<file path="config.mk">
export PLATFORM = sky130hd
export DESIGN_NAME = memerr_log
export DESIGN_NICKNAME = d
export VERILOG_FILES = /design/src/rtl/memerr_pkg.sv /design/src/rtl/memerr_ctrl.sv /design/src/rtl/memerr_dp.sv /design/src/rtl/memerr_log.sv
export SDC_FILE = /design/constraint.sdc
export NUM_CORES = 1
export LEC_CHECK = 0
export BUFFER_PORTS_ARGS = -buffer_cell sky130_fd_sc_hd__buf_2
export CORE_MARGIN = 3
export CORE_UTILIZATION = 56
export DETAILED_ROUTE_END_ITERATION = 8
export PLACE_DENSITY = 0.8
export SYNTH_ARGS = -nofsm -noshare
export SYNTH_HDL_FRONTEND = slang
export SYNTH_SLANG_ARGS = --single-unit
</file>
<file path="constraint.sdc">
create_clock -name clk -period 3 [get_ports clk]
set_clock_uncertainty 0.15 [all_clocks]
set_input_delay 0.15 -clock clk [delete_from_list [all_inputs] [get_ports clk]]
set_output_delay 0.15 -clock clk [all_outputs]
set_load 0.05 [all_outputs]
</file>
<file path="src/rtl/memerr_pkg.sv">
package memerr_pkg;
  typedef enum logic [1:0] {
    M_CPU_A = 2'd0,
    M_DMA_A = 2'd1,
    M_CPU_B = 2'd2,
    M_DMA_B = 2'd3
  } master_e;

  localparam int NUM_MASTERS = 4;
  localparam int NUM_LOGS    = NUM_MASTERS + 1;
  localparam int WR_LOG      = NUM_MASTERS;

  localparam logic [3:0] REG_STATUS = 4'd5;
  localparam logic [3:0] REG_COUNT  = 4'd6;
  localparam logic [3:0] REG_THRESH = 4'd7;

  localparam int ST_OVF_LSB = NUM_LOGS;
  localparam int ST_DMA_IRQ = 16;
  localparam int ST_THR_IRQ = 17;

  typedef struct packed {
    logic [NUM_LOGS-1:0] capture;
    logic [NUM_LOGS-1:0] clear;
    logic                incCount;
    logic                clrCount;
    logic                loadThresh;
  } strobe_t;
endpackage

</file>
<file path="src/rtl/memerr_ctrl.sv">
module memerr_ctrl
  import memerr_pkg::*;
#(
  parameter int DATA_W = 32
) (
  input  logic              clk,
  input  logic              rstN,
  input  logic              errValid,
  input  logic              errDebug,
  input  logic              errWrite,
  input  logic [1:0]        errMaster,
  input  logic [1:0]        errKind,
  input  logic              regWrEn,
  input  logic [3:0]        regWrAddr,
  input  logic [DATA_W-1:0] regWrData,
  input  logic              hitThresh,
  output strobe_t           strb,
  output logic              nmiPulse,
  output logic              busFaultPulse,
  output logic              dmaAIrq,
  output logic              thrIrq
);
  logic live, fatal, single, clrWr;

  always_comb begin
    live   = errValid && !errDebug;
    fatal  = live && (errKind != 2'd0);
    single = live && (errKind == 2'd0) && !errWrite;
    clrWr  = regWrEn && (regWrAddr == REG_STATUS);

    strb = '0;
    if (fatal || single) begin
      if (errWrite) strb.capture[WR_LOG] = 1'b1;
      else          strb.capture[errMaster] = 1'b1;
    end
    if (clrWr) strb.clear = regWrData[NUM_LOGS-1:0];
    strb.incCount   = single;
    strb.clrCount   = clrWr && regWrData[ST_THR_IRQ];
    strb.loadThresh = regWrEn && (regWrAddr == REG_THRESH);
  end

  always_ff @(posedge clk) begin
    if (!rstN) begin
      nmiPulse      <= 1'b0;
      busFaultPulse <= 1'b0;
      dmaAIrq       <= 1'b0;
      thrIrq        <= 1'b0;
    end else begin
      nmiPulse      <= fatal && !errWrite &&
                       ((errMaster == M_CPU_B) || (errMaster == M_DMA_B));
      busFaultPulse <= fatal && (errMaster == M_CPU_A);
      dmaAIrq       <= (dmaAIrq && !(clrWr && regWrData[ST_DMA_IRQ])) ||
                       (fatal && (errMaster == M_DMA_A));
      thrIrq        <= (thrIrq && !strb.clrCount) || (single && hitThresh);
    end
  end
endmodule

</file>
<file path="src/rtl/memerr_dp.sv">
module memerr_dp
  import memerr_pkg::*;
#(
  parameter int ADDR_W = 16,
  parameter int CNT_W  = 8,
  parameter int DATA_W = 32
) (
  input  logic              clk,
  input  logic              rstN,
  input  strobe_t           strb,
  input  logic [ADDR_W-1:0] errAddr,
  input  logic [DATA_W-1:0] regWrData,
  input  logic [3:0]        regRdAddr,
  input  logic              dmaAIrq,
  input  logic              thrIrq,
  output logic              hitThresh,
  output logic [CNT_W-1:0]  count,
  output logic [DATA_W-1:0] regRdData
);
  localparam logic [CNT_W-1:0] CNT_MAX = {CNT_W{1'b1}};

  logic [ADDR_W-1:0]   logAddr [NUM_LOGS];
  logic [NUM_LOGS-1:0] logValid;
  logic [NUM_LOGS-1:0] logOvf;
  logic [CNT_W-1:0]    thresh;
  logic [CNT_W-1:0]    cntBase, cntNext;

  for (genvar i = 0; i < NUM_LOGS; i++) begin : g_log
    logic [ADDR_W-1:0] addrQ;
    logic              validQ, ovfQ;
    logic              baseValid, baseOvf;

    always_comb begin
      baseValid = validQ && !strb.clear[i];
      baseOvf   = ovfQ && !strb.clear[i];
    end

    always_ff @(posedge clk) begin
      if (!rstN) begin
        addrQ  <= '0;
        validQ <= 1'b0;
        ovfQ   <= 1'b0;
      end else if (strb.capture[i]) begin
        if (baseValid) begin
          validQ <= 1'b1;
          ovfQ   <= 1'b1;
        end else begin
          addrQ  <= errAddr;
          validQ <= 1'b1;
          ovfQ   <= baseOvf;
        end
      end else begin
        validQ <= baseValid;
        ovfQ   <= baseOvf;
      end
    end

    assign logAddr[i]  = addrQ;
    assign logValid[i] = validQ;
    assign logOvf[i]   = ovfQ;
  end

  always_comb begin
    cntBase   = strb.clrCount ? '0 : count;
    cntNext   = (strb.incCount && (cntBase != CNT_MAX)) ? cntBase + 1'b1 : cntBase;
    hitThresh = strb.incCount && (cntNext != cntBase) &&
                (thresh != '0) && (cntNext == thresh);
  end

  always_ff @(posedge clk) begin
    if (!rstN) begin
      count  <= '0;
      thresh <= '0;
    end else begin
      count <= cntNext;
      if (strb.loadThresh) thresh <= regWrData[CNT_W-1:0];
    end
  end

  always_comb begin
    regRdData = '0;
    for (int i = 0; i < NUM_LOGS; i++) begin
      if (regRdAddr == 4'(i)) regRdData[ADDR_W-1:0] = logAddr[i];
    end
    case (regRdAddr)
      REG_STATUS: begin
        regRdData[NUM_LOGS-1:0]                   = logValid;
        regRdData[ST_OVF_LSB +: NUM_LOGS]         = logOvf;
        regRdData[ST_DMA_IRQ]                     = dmaAIrq;
        regRdData[ST_THR_IRQ]                     = thrIrq;
      end
      REG_COUNT:  regRdData[CNT_W-1:0] = count;
      REG_THRESH: regRdData[CNT_W-1:0] = thresh;
      default: ;
    endcase
  end
endmodule

</file>
<file path="src/rtl/memerr_log.sv">
module memerr_log
  import memerr_pkg::*;
#(
  parameter int ADDR_W = 16,
  parameter int CNT_W  = 8,
  parameter int DATA_W = 32
) (
  input  logic              clk,
  input  logic              rstN,
  input  logic              errValid,
  input  logic              errDebug,
  input  logic              errWrite,
  input  logic [1:0]        errMaster,
  input  logic [1:0]        errKind,
  input  logic [ADDR_W-1:0] errAddr,
  input  logic              regWrEn,
  input  logic [3:0]        regWrAddr,
  input  logic [DATA_W-1:0] regWrData,
  input  logic [3:0]        regRdAddr,
  output logic [DATA_W-1:0] regRdData,
  output logic              nmiPulse,
  output logic              busFaultPulse,
  output logic              dmaAIrq,
  output logic              thrIrq
);
  strobe_t          strb;
  logic             hitThresh;
  logic [CNT_W-1:0] count;

  memerr_ctrl #(.DATA_W(DATA_W)) u_ctrl (
    .clk(clk), .rstN(rstN),
    .errValid(errValid), .errDebug(errDebug), .errWrite(errWrite),
    .errMaster(errMaster), .errKind(errKind),
    .regWrEn(regWrEn), .regWrAddr(regWrAddr), .regWrData(regWrData),
    .hitThresh(hitThresh), .strb(strb),
    .nmiPulse(nmiPulse), .busFaultPulse(busFaultPulse),
    .dmaAIrq(dmaAIrq), .thrIrq(thrIrq)
  );

  memerr_dp #(.ADDR_W(ADDR_W), .CNT_W(CNT_W), .DATA_W(DATA_W)) u_dp (
    .clk(clk), .rstN(rstN), .strb(strb), .errAddr(errAddr),
    .regWrData(regWrData), .regRdAddr(regRdAddr),
    .dmaAIrq(dmaAIrq), .thrIrq(thrIrq),
    .hitThresh(hitThresh), .count(count), .regRdData(regRdData)
  );
endmodule

</file>
==> summary.md, run 1 <==
| Metric | Value |
|---|---|
| Mapped Cells | `a little over 600` |
| Clock sinks | `110` |
| Area growth from synthesis to layout | `14.4%` |
| Average size of a mapped cell | `9.33 sq um` |
| Post-synthesis register bit count | `110` |
| Worst rel slew slack | `0.371` |
| Clk slew on worst S/H paths | `0.10 ns` |
| H-tree levels | `3` |
| Wire per inst | `around 17 microns` |
| Nets | `748` |
| CP max-delay cell | `nor2_1` |
| Hold_sp | `regWrAddr[1]` |
| Die area | `0.0113 sq mm` |
| Starting density of the core | `0.579` |
| FF-to-FF path depth | `8` |
| Cts bufs inserted | `9` |
| EDFF count, synth | `0` |
| Asr flop ratio synth | `0` |
| Kind of end point of the critical path | `output port` |
| Synth area leaders | `dfxtp_1 39%, mux2i_1 13%, nor2b_1 8.2%, nand2_1 4.6%, mux4_2 4.0%` |
| Clk Latency, worst-skew pair | `0.36 ns` |
| DR DRC count | `0` |
| Run status | `finished clean` |
| Max IR drop VDD | `0.000295 V` |
| Netlist cell types | `57` |
| Tmin final | `about 2.6 ns` |
| Hold path depth | `3` |
| Clk Tree Root Cell | `clkbuf_8` |
| Final setup TNS | `0 ns` |
| Hold_buf cts | `29` |
| CTS tree | `done` |
| Worst flop-to-flop path endpoint | `u_ctrl.thrIrq` |
| Lkg Pwr | `0.00278 uW` |
| Post-CTS Setup Bufs | `0` |
| Worst-path cell chain | `buf_2, nor2_1, a22oi_1, nor2_1, a21oi_1, o21ai_0, buf_2` |
| Hold endpoint | `u_dp.thresh[6]` |
| Startpoint types | `input port` |
| Hpwl dp | `9380 microns` |
| Critical path data required time | `around 2.7 ns` |
| Total of max-cap violations | `0` |
| Mapped cell area | `0.00566 sq mm` |
| Vias in the first global route | `4,440` |
| Drt total wl | `13,900 microns` |
| Critical path fanouts, max | `16` |
| Synth Flop Type | `dfxtp_1` |
| Arrival @ worst endpoint | `approximately 2.3 ns` |
| Post-CTS sizing | `0` |
| Worst-margin pin slew | `0.940 ns` |
| Footprint of the multi-input gates | `approximately 0.0032 sq mm` |
| Max Fclk | `392 MHz` |
| Total power draw | `roughly 2700 uW` |
| Post-synthesis sequential area ratio | `0.389` |
| Final period util | `0.851` |
| DR pass1 iterations | `5` |
| Hold/Removal Path Class | `in -> reg` |
| Via density per instance | `5.64` |
| Crit path largest cell delay | `0.77 ns` |
| Tot GR Track Use | `0.245` |
| First-pass GRT wire length | `about 22,000 microns` |
| Die height | `106 microns` |
| FF+latch area | `around 0.0022 sq mm` |
| Most common cell after layout, fill and taps aside | `dfxtp_1` |
| CTS Buffer Depth | `2` |
| Ports | `102` |
| Largest net degree at the start of global routing | `106` |
| RSZ-0062 raised after global routing | `no` |
| Worst r2r src | `u_dp.count[0]` |
| # rows | `36` |
| Crit path kind | `in -> out` |
| Placer Congestion | `between 0.8 and 0.9` |
| Slew Viols, Final | `0` |
| Final Hold Violating Endpoints | `0` |
| Most frequent cells in the layout | `110 x dfxtp_1, 74 x nor2b_1, 71 x mux2i_1, 70 x nand2_1, 65 x buf_2` |
| Fraction of layout instances using a drive strength above 1 | `0.185` |
| Top-area cell type share of the netlist area | `0.389` |
| DR vias | `4,621` |
| Remaining antenna violation count | `0` |
| Final setup fails | `0` |
| Iteration-0 DRC Markers | `372` |
| Port Buffers | `65` |
| Core area | `slightly below 0.01 sq mm` |
| Die X | `106 microns` |
| Fillers | `802` |
| Synth warn | `0` |
| Power Dens Cells | `around 420 mW/mm^2` |
| Initial antenna violation count | `0` |
| Register-to-Register Setup Slack | `~0.65 ns` |
| Total grt overflow | `0` |
| Top cell type by total area after synthesis | `dfxtp_1` |
-- worst max-delay path by stage --
stage                     to  slack (ns)  depth (start not counted)         start
2_1_floorplan   regRdData[0]        0.42                          7  regRdAddr[0]
3_3_place_gp    regRdData[4]        0.51                          7  regRdAddr[1]
3_5_place_dp   u_ctrl.thrIrq        0.48                         10  regWrAddr[3]
4_1_cts         regRdData[4]        0.54                          7  regRdAddr[1]
5_1_grt         regRdData[4]        0.30                          7  regRdAddr[1]
6_report        regRdData[4]        0.45                          7  regRdAddr[1]
-- cells by family after synthesis --
kind of cell | after synthesis | share of synthesized area
and+or+nand+nor | 237 | 0.229
DFF | 110 | 0.389
AOI/OAI and AO/OA | 100 | 0.123
muxes | 93 | 0.189
buffers and inverters | 54 | 0.0516
xor gates and xnor gates | 10 | 0.0155
adders and majority gates | 1 | 0.00221
other | 1 | 0.000663
-- critical path, delay by kind of cell --
| family | cells | cell delay [ns] |
|---|---|---|
| buf+inv | 2 | 0.59 |
| compound gates | 3 | 0.61 |
| simple gates | 2 | 0.90 |
-- area by class of cell --
| class | count | area share |
|---|---|---|
| antenna | 1 | 0.000387 |
| sequential | 110 | 0.340 |
| inverter | 2 | 0.00116 |
| multi-input combinational | 455 | 0.496 |
| timing repair buffer | 103 | 0.106 |
| tap | 133 | 0.0257 |
| clock inverter | 5 | 0.00909 |
| clock buffer | 11 | 0.0218 |
-- metrics by stage --
step	cells	cell area (sq um)	utilization	hold WS (ns)	setup slack, ns
5_1_grt	819	6470	0.662	0.0431	0.301
6_report	820	6470	0.662	0.0306	0.448
2_1_floorplan	619	5700	-	0.0758	0.420
3_3_place_gp	774	5980	0.612	0.266	0.514
4_1_cts	819	6470	0.662	0.0180	0.543
3_5_place_dp	774	5980	0.612	0.279	0.484
-- layer usage --
layer | track usage | vias up | part of all wire
met2 | 0.409 | 180 | 0.49
met3 | 0.0407 | 30 | 0.060
met1 | 0.324 | 2172 | 0.44
li1 | - | 2239 | -
met4 | 0.0813 | 0 | 0.017
met5 | 0 | - | 0
-- where the power goes --
group	leakage (uW)	total, uW	switching [uW]	internal (uW)
clock network	0.0000955	900	490	410
logic	0.00180	311	188	123
registers	0.000888	1490	13.5	1480
-- cells in the mapped netlist, types with 8 or more instances --
cell and count:
clkbuf_1 24, and2_1 9, buf_4 15, mux2_2 12, mux4_2 10, dfxtp_1 110
nor2b_1 74, nand4_1 8, o21ai_0 18, a22oi_1 18, nand3_1 12, a21oi_1 20
nor2_1 31, nand2_1 70, a21boi_0 21, mux2i_1 71, buf_2 8
-- state kept, by name, summed over array words and instances (netlist names) --
name	flops
u_dp.g_log.validQ	5
u_dp.g_log.ovfQ	5
u_dp.thresh	8
u_ctrl.nmiPulse	1
u_ctrl.thrIrq	1
u_dp.count	8
u_ctrl.busFaultPulse	1
u_dp.g_log.addrQ	80
u_ctrl.dmaAIrq	1
Power figures use the tool's default switching activity.
==> run 2: changes to the inputs <==
ABC_AREA = 1   (was default)
CORE_UTILIZATION = 55   (was 56)
SETUP_SLACK_MARGIN = 0.5   (was default)
==> run 2 against run 1 <==
Area after synthesis fell by 7.7%. Combinational power grew 2%. Register-to-register slack gained 0.12 ns. Non-clock buffer count increased by 4. Global-route usage increased by 4.1 points. Critical path depth up 1. Critical endpoint is now regRdData[9]. Hold slack better by 0.0035 ns. First-iteration DRC count up 12%.
==> summary.md, run 2 <==
| Metric | Value |
|---|---|
| Post-Layout Cell Count | `988` |
| Via density per instance | `between 5 and 6` |
| Synth Flop Type | `dfxtp_1` |
| Post-synthesis sequential area ratio | `0.422` |
| Asr flop ratio synth | `0` |
| Crit path kind | `in -> out` |
| Register-to-Register Setup Slack | `roughly 0.77 ns` |
| Starting density of the core | `0.582` |
| # rows | `34` |
| Worst-margin pin slew | `about 0.77 ns` |
| Ports | `102` |
| CTS tree | `done` |
| Final period util | `0.791` |
| Most common cell in the netlist | `nor2_1` |
| Post-synthesis register bit count | `110` |
| Tot GR Track Use | `0.286` |
| Fraction of layout instances using a drive strength above 1 | `0.139` |
| Mapped cell area | `0.00522 sq mm` |
| Area growth from synthesis to layout | `16.7%` |
| EDFF count, synth | `0` |
| Hpwl dp | `10,100 microns` |
| DR vias | `5,437` |
| Hold WS | `roughly 0.034 ns` |
| Most frequent cells in the layout | `204 x nor2_1, 108 x nand2_1, 108 x dfxtp_1, 92 x o21ai_0, 68 x nand3_1` |
| Startpoint types | `input port` |
| Run status | `finished clean` |
| Max IR drop VDD | `between 0.0003 and 0.0004 V` |
| Critical path fanouts, max | `23` |
| Total of max-cap violations | `0` |
| Mapped Cells | `772` |
| DR pass1 iterations | `5` |
| Total grt overflow | `0` |
| DR DRC count | `0` |
| Final Instance Area | `0.00609 sq mm` |
| Hold endpoint | `u_dp.thresh[7]` |
| Clock sinks | `110` |
| Most common cell after layout, fill and taps aside | `nor2_1` |
| Wire per inst | `15.2 microns` |
| Placed Cells | `~940` |
| Pint | `1910 uW` |
| Port Buffers | `65` |
| Most frequent cells after synthesis | `205 x nor2_1, 110 x dfxtp_1, 109 x nand2_1` |
| Top cell type by total area after synthesis | `dfxtp_1` |
| Logic pwr share | `0.118` |
| Largest Register | `u_dp.g_log.addrQ` |
| Placer Congestion | `just under 1` |
| Core area | `approximately 0.009 sq mm` |
| Iteration-0 DRC Markers | `418` |
| Worst flop-to-flop path endpoint | `u_ctrl.thrIrq` |
| Post-DP Area | `~0.0056 sq mm` |
| Clk slew on worst S/H paths | `~0.1 ns` |
| Largest registers | `u_dp.g_log.addrQ x80, u_dp.count x8, u_dp.thresh x8` |
| Nets | `924` |
| Top-area cell type share of the netlist area | `0.422` |
| Switching Share | `0.286` |
| Netlist cell types | `33` |
| Slew Viols, Final | `0` |
| Sw Pwr | `765 uW` |
| Cts bufs inserted | `9` |
| Die area | `0.0107 sq mm` |
| Final setup fails | `0` |
| Tmin final | `2.37 ns` |
| Hold/Removal Path Class | `in -> reg` |
| Inserted Diodes | `0` |
| Synth warn | `0` |
| Clk Tree Root Cell | `clkbuf_8` |
| Largest net degree at the start of global routing | `91` |
| Arrival @ worst endpoint | `2.07 ns` |
| Die X | `103 microns` |
| Die height | `approximately 100 microns` |
| Average size of a mapped cell | `around 6.8 sq um` |
| Drt total wl | `15,000 microns` |
| Vias in the first global route | `5,189` |
| Hold path depth | `3` |
| Worst setup margin | `0.628 ns` |
| Max reg flops | `80` |
| FF-to-FF path depth | `17` |
| Lkg Pwr | `0.00274 uW` |
| Worst rel slew slack | `0.485` |
| CP Launch Point | `regRdAddr[2]` |
| Remaining antenna violation count | `0` |
| H-tree levels | `3` |
| Power Dens Cells | `440 mW/mm^2` |
| Hold_sp | `regWrData[7]` |
| Synth area leaders | `dfxtp_1 42%, nor2_1 15%, o21ai_0 8.8%, nand2_1 7.8%, nand3_1 6.5%` |
| Clk Latency, worst-skew pair | `0.37 ns` |
| RSZ-0062 raised after global routing | `yes` |
| CTS Buffer Depth | `2` |
| Initial antenna violation count | `0` |
| Pre-CTS setup slack | `0.534 ns` |
| Worst r2r src | `u_dp.count[0]` |
| Final setup TNS | `0 ns` |
| Clk pwr share | `0.317` |
| First-pass GRT wire length | `24,000 microns` |
| Kind of end point of the critical path | `output port` |
| Max Fclk | `422 MHz` |
| Sequential power share | `0.565` |
| Final Hold Violating Endpoints | `0` |
| Critical path data required time | `2.70 ns` |
-- run 2: cell count changes after synthesis, moves of 10 or more --
| cell | change |
|---|---|
| a21boi_0 | -21 |
| nand3_1 | +56 |
| inv_1 | +53 |
| nor2b_1 | -74 |
| a22oi_1 | -17 |
| nor2_1 | +174 |
| mux2i_1 | -71 |
| mux2_2 | -12 |
| a21oi_1 | +11 |
| mux4_2 | -10 |
| o21ai_0 | +74 |
| nand2_1 | +39 |
-- run 2: layer usage --
layer,routed length (microns),share of wire,GRT usage,vias to the layer above
li1,-,-,-,2646
met1,6410,0.43,0.362,2525
met2,7170,0.48,0.495,238
met3,1080,0.072,0.0443,28
met4,315,0.021,0.0996,0
met5,0,0,0,-
-- run 2: timing repair --
item                       in CTS  in global routing
hold endpoints to repair      100                  0
resized for setup               0                  5
buffers inserted                0                  0
setup endpoints to repair       0                 17
hold buffers                   30                  0
-- run 2: cells by family after synthesis --
kind of cell	Yosys count	synth area share
DFF	110	0.422
other	1	0.000718
adders and majority gates	1	0.00240
AOI/OAI and AO/OA	140	0.144
buffers and inverters	106	0.0908
and+or+nand+nor	414	0.340
-- run 2: final cells by class --
cell class | count | area [sq um]
multi-input combinational | 569 | 2610
timing repair buffer | 107 | 716
sequential | 110 | 2200
clock inverter | 6 | 51.3
fill | 803 | 2880
clock buffer | 10 | 128
tap | 126 | 158
inverter | 60 | 229
-- run 2: per-stage QoR --
step | total power [uW] | util
detailed placement | 1830 | 0.624
CTS | 2680 | 0.677
finish | 2680 | 0.679
global route | 2780 | 0.679
floorplan | 1740 | -
global placement | 1820 | 0.624
-- run 2: how the worst max path moves through the flow --
stage | slack, ns | depth (start not counted) | to
global placement | 0.54 | 21 | u_ctrl.thrIrq
global route | 0.47 | 11 | u_dp.g_log[0].addrQ[12]
floorplan | 0.86 | 23 | u_ctrl.thrIrq
finish | 0.63 | 8 | regRdData[9]
CTS | 0.53 | 11 | u_dp.g_log[0].addrQ[8]
detailed placement | 0.53 | 21 | u_ctrl.thrIrq
-- run 2: power groups by stage --
stage / Combinational [uW] / Clock [uW] / Sequential, uW
6_report: 317 / 848 / 1510
5_1_grt: 346 / 915 / 1520
4_1_cts: 312 / 854 / 1510
3_5_place_dp: 281 / 0 / 1550
3_3_place_gp: 274 / 0 / 1540
2_1_floorplan: 199 / 0 / 1540
-- run 2: critical path, cell delays in order --
cell      delay (ns)
buf_2           0.11
nor2_2          0.16
buf_4           0.29
nand2_1         0.17
inv_1           0.51
a221oi_1        0.22
nand3_1         0.16
buf_2           0.28
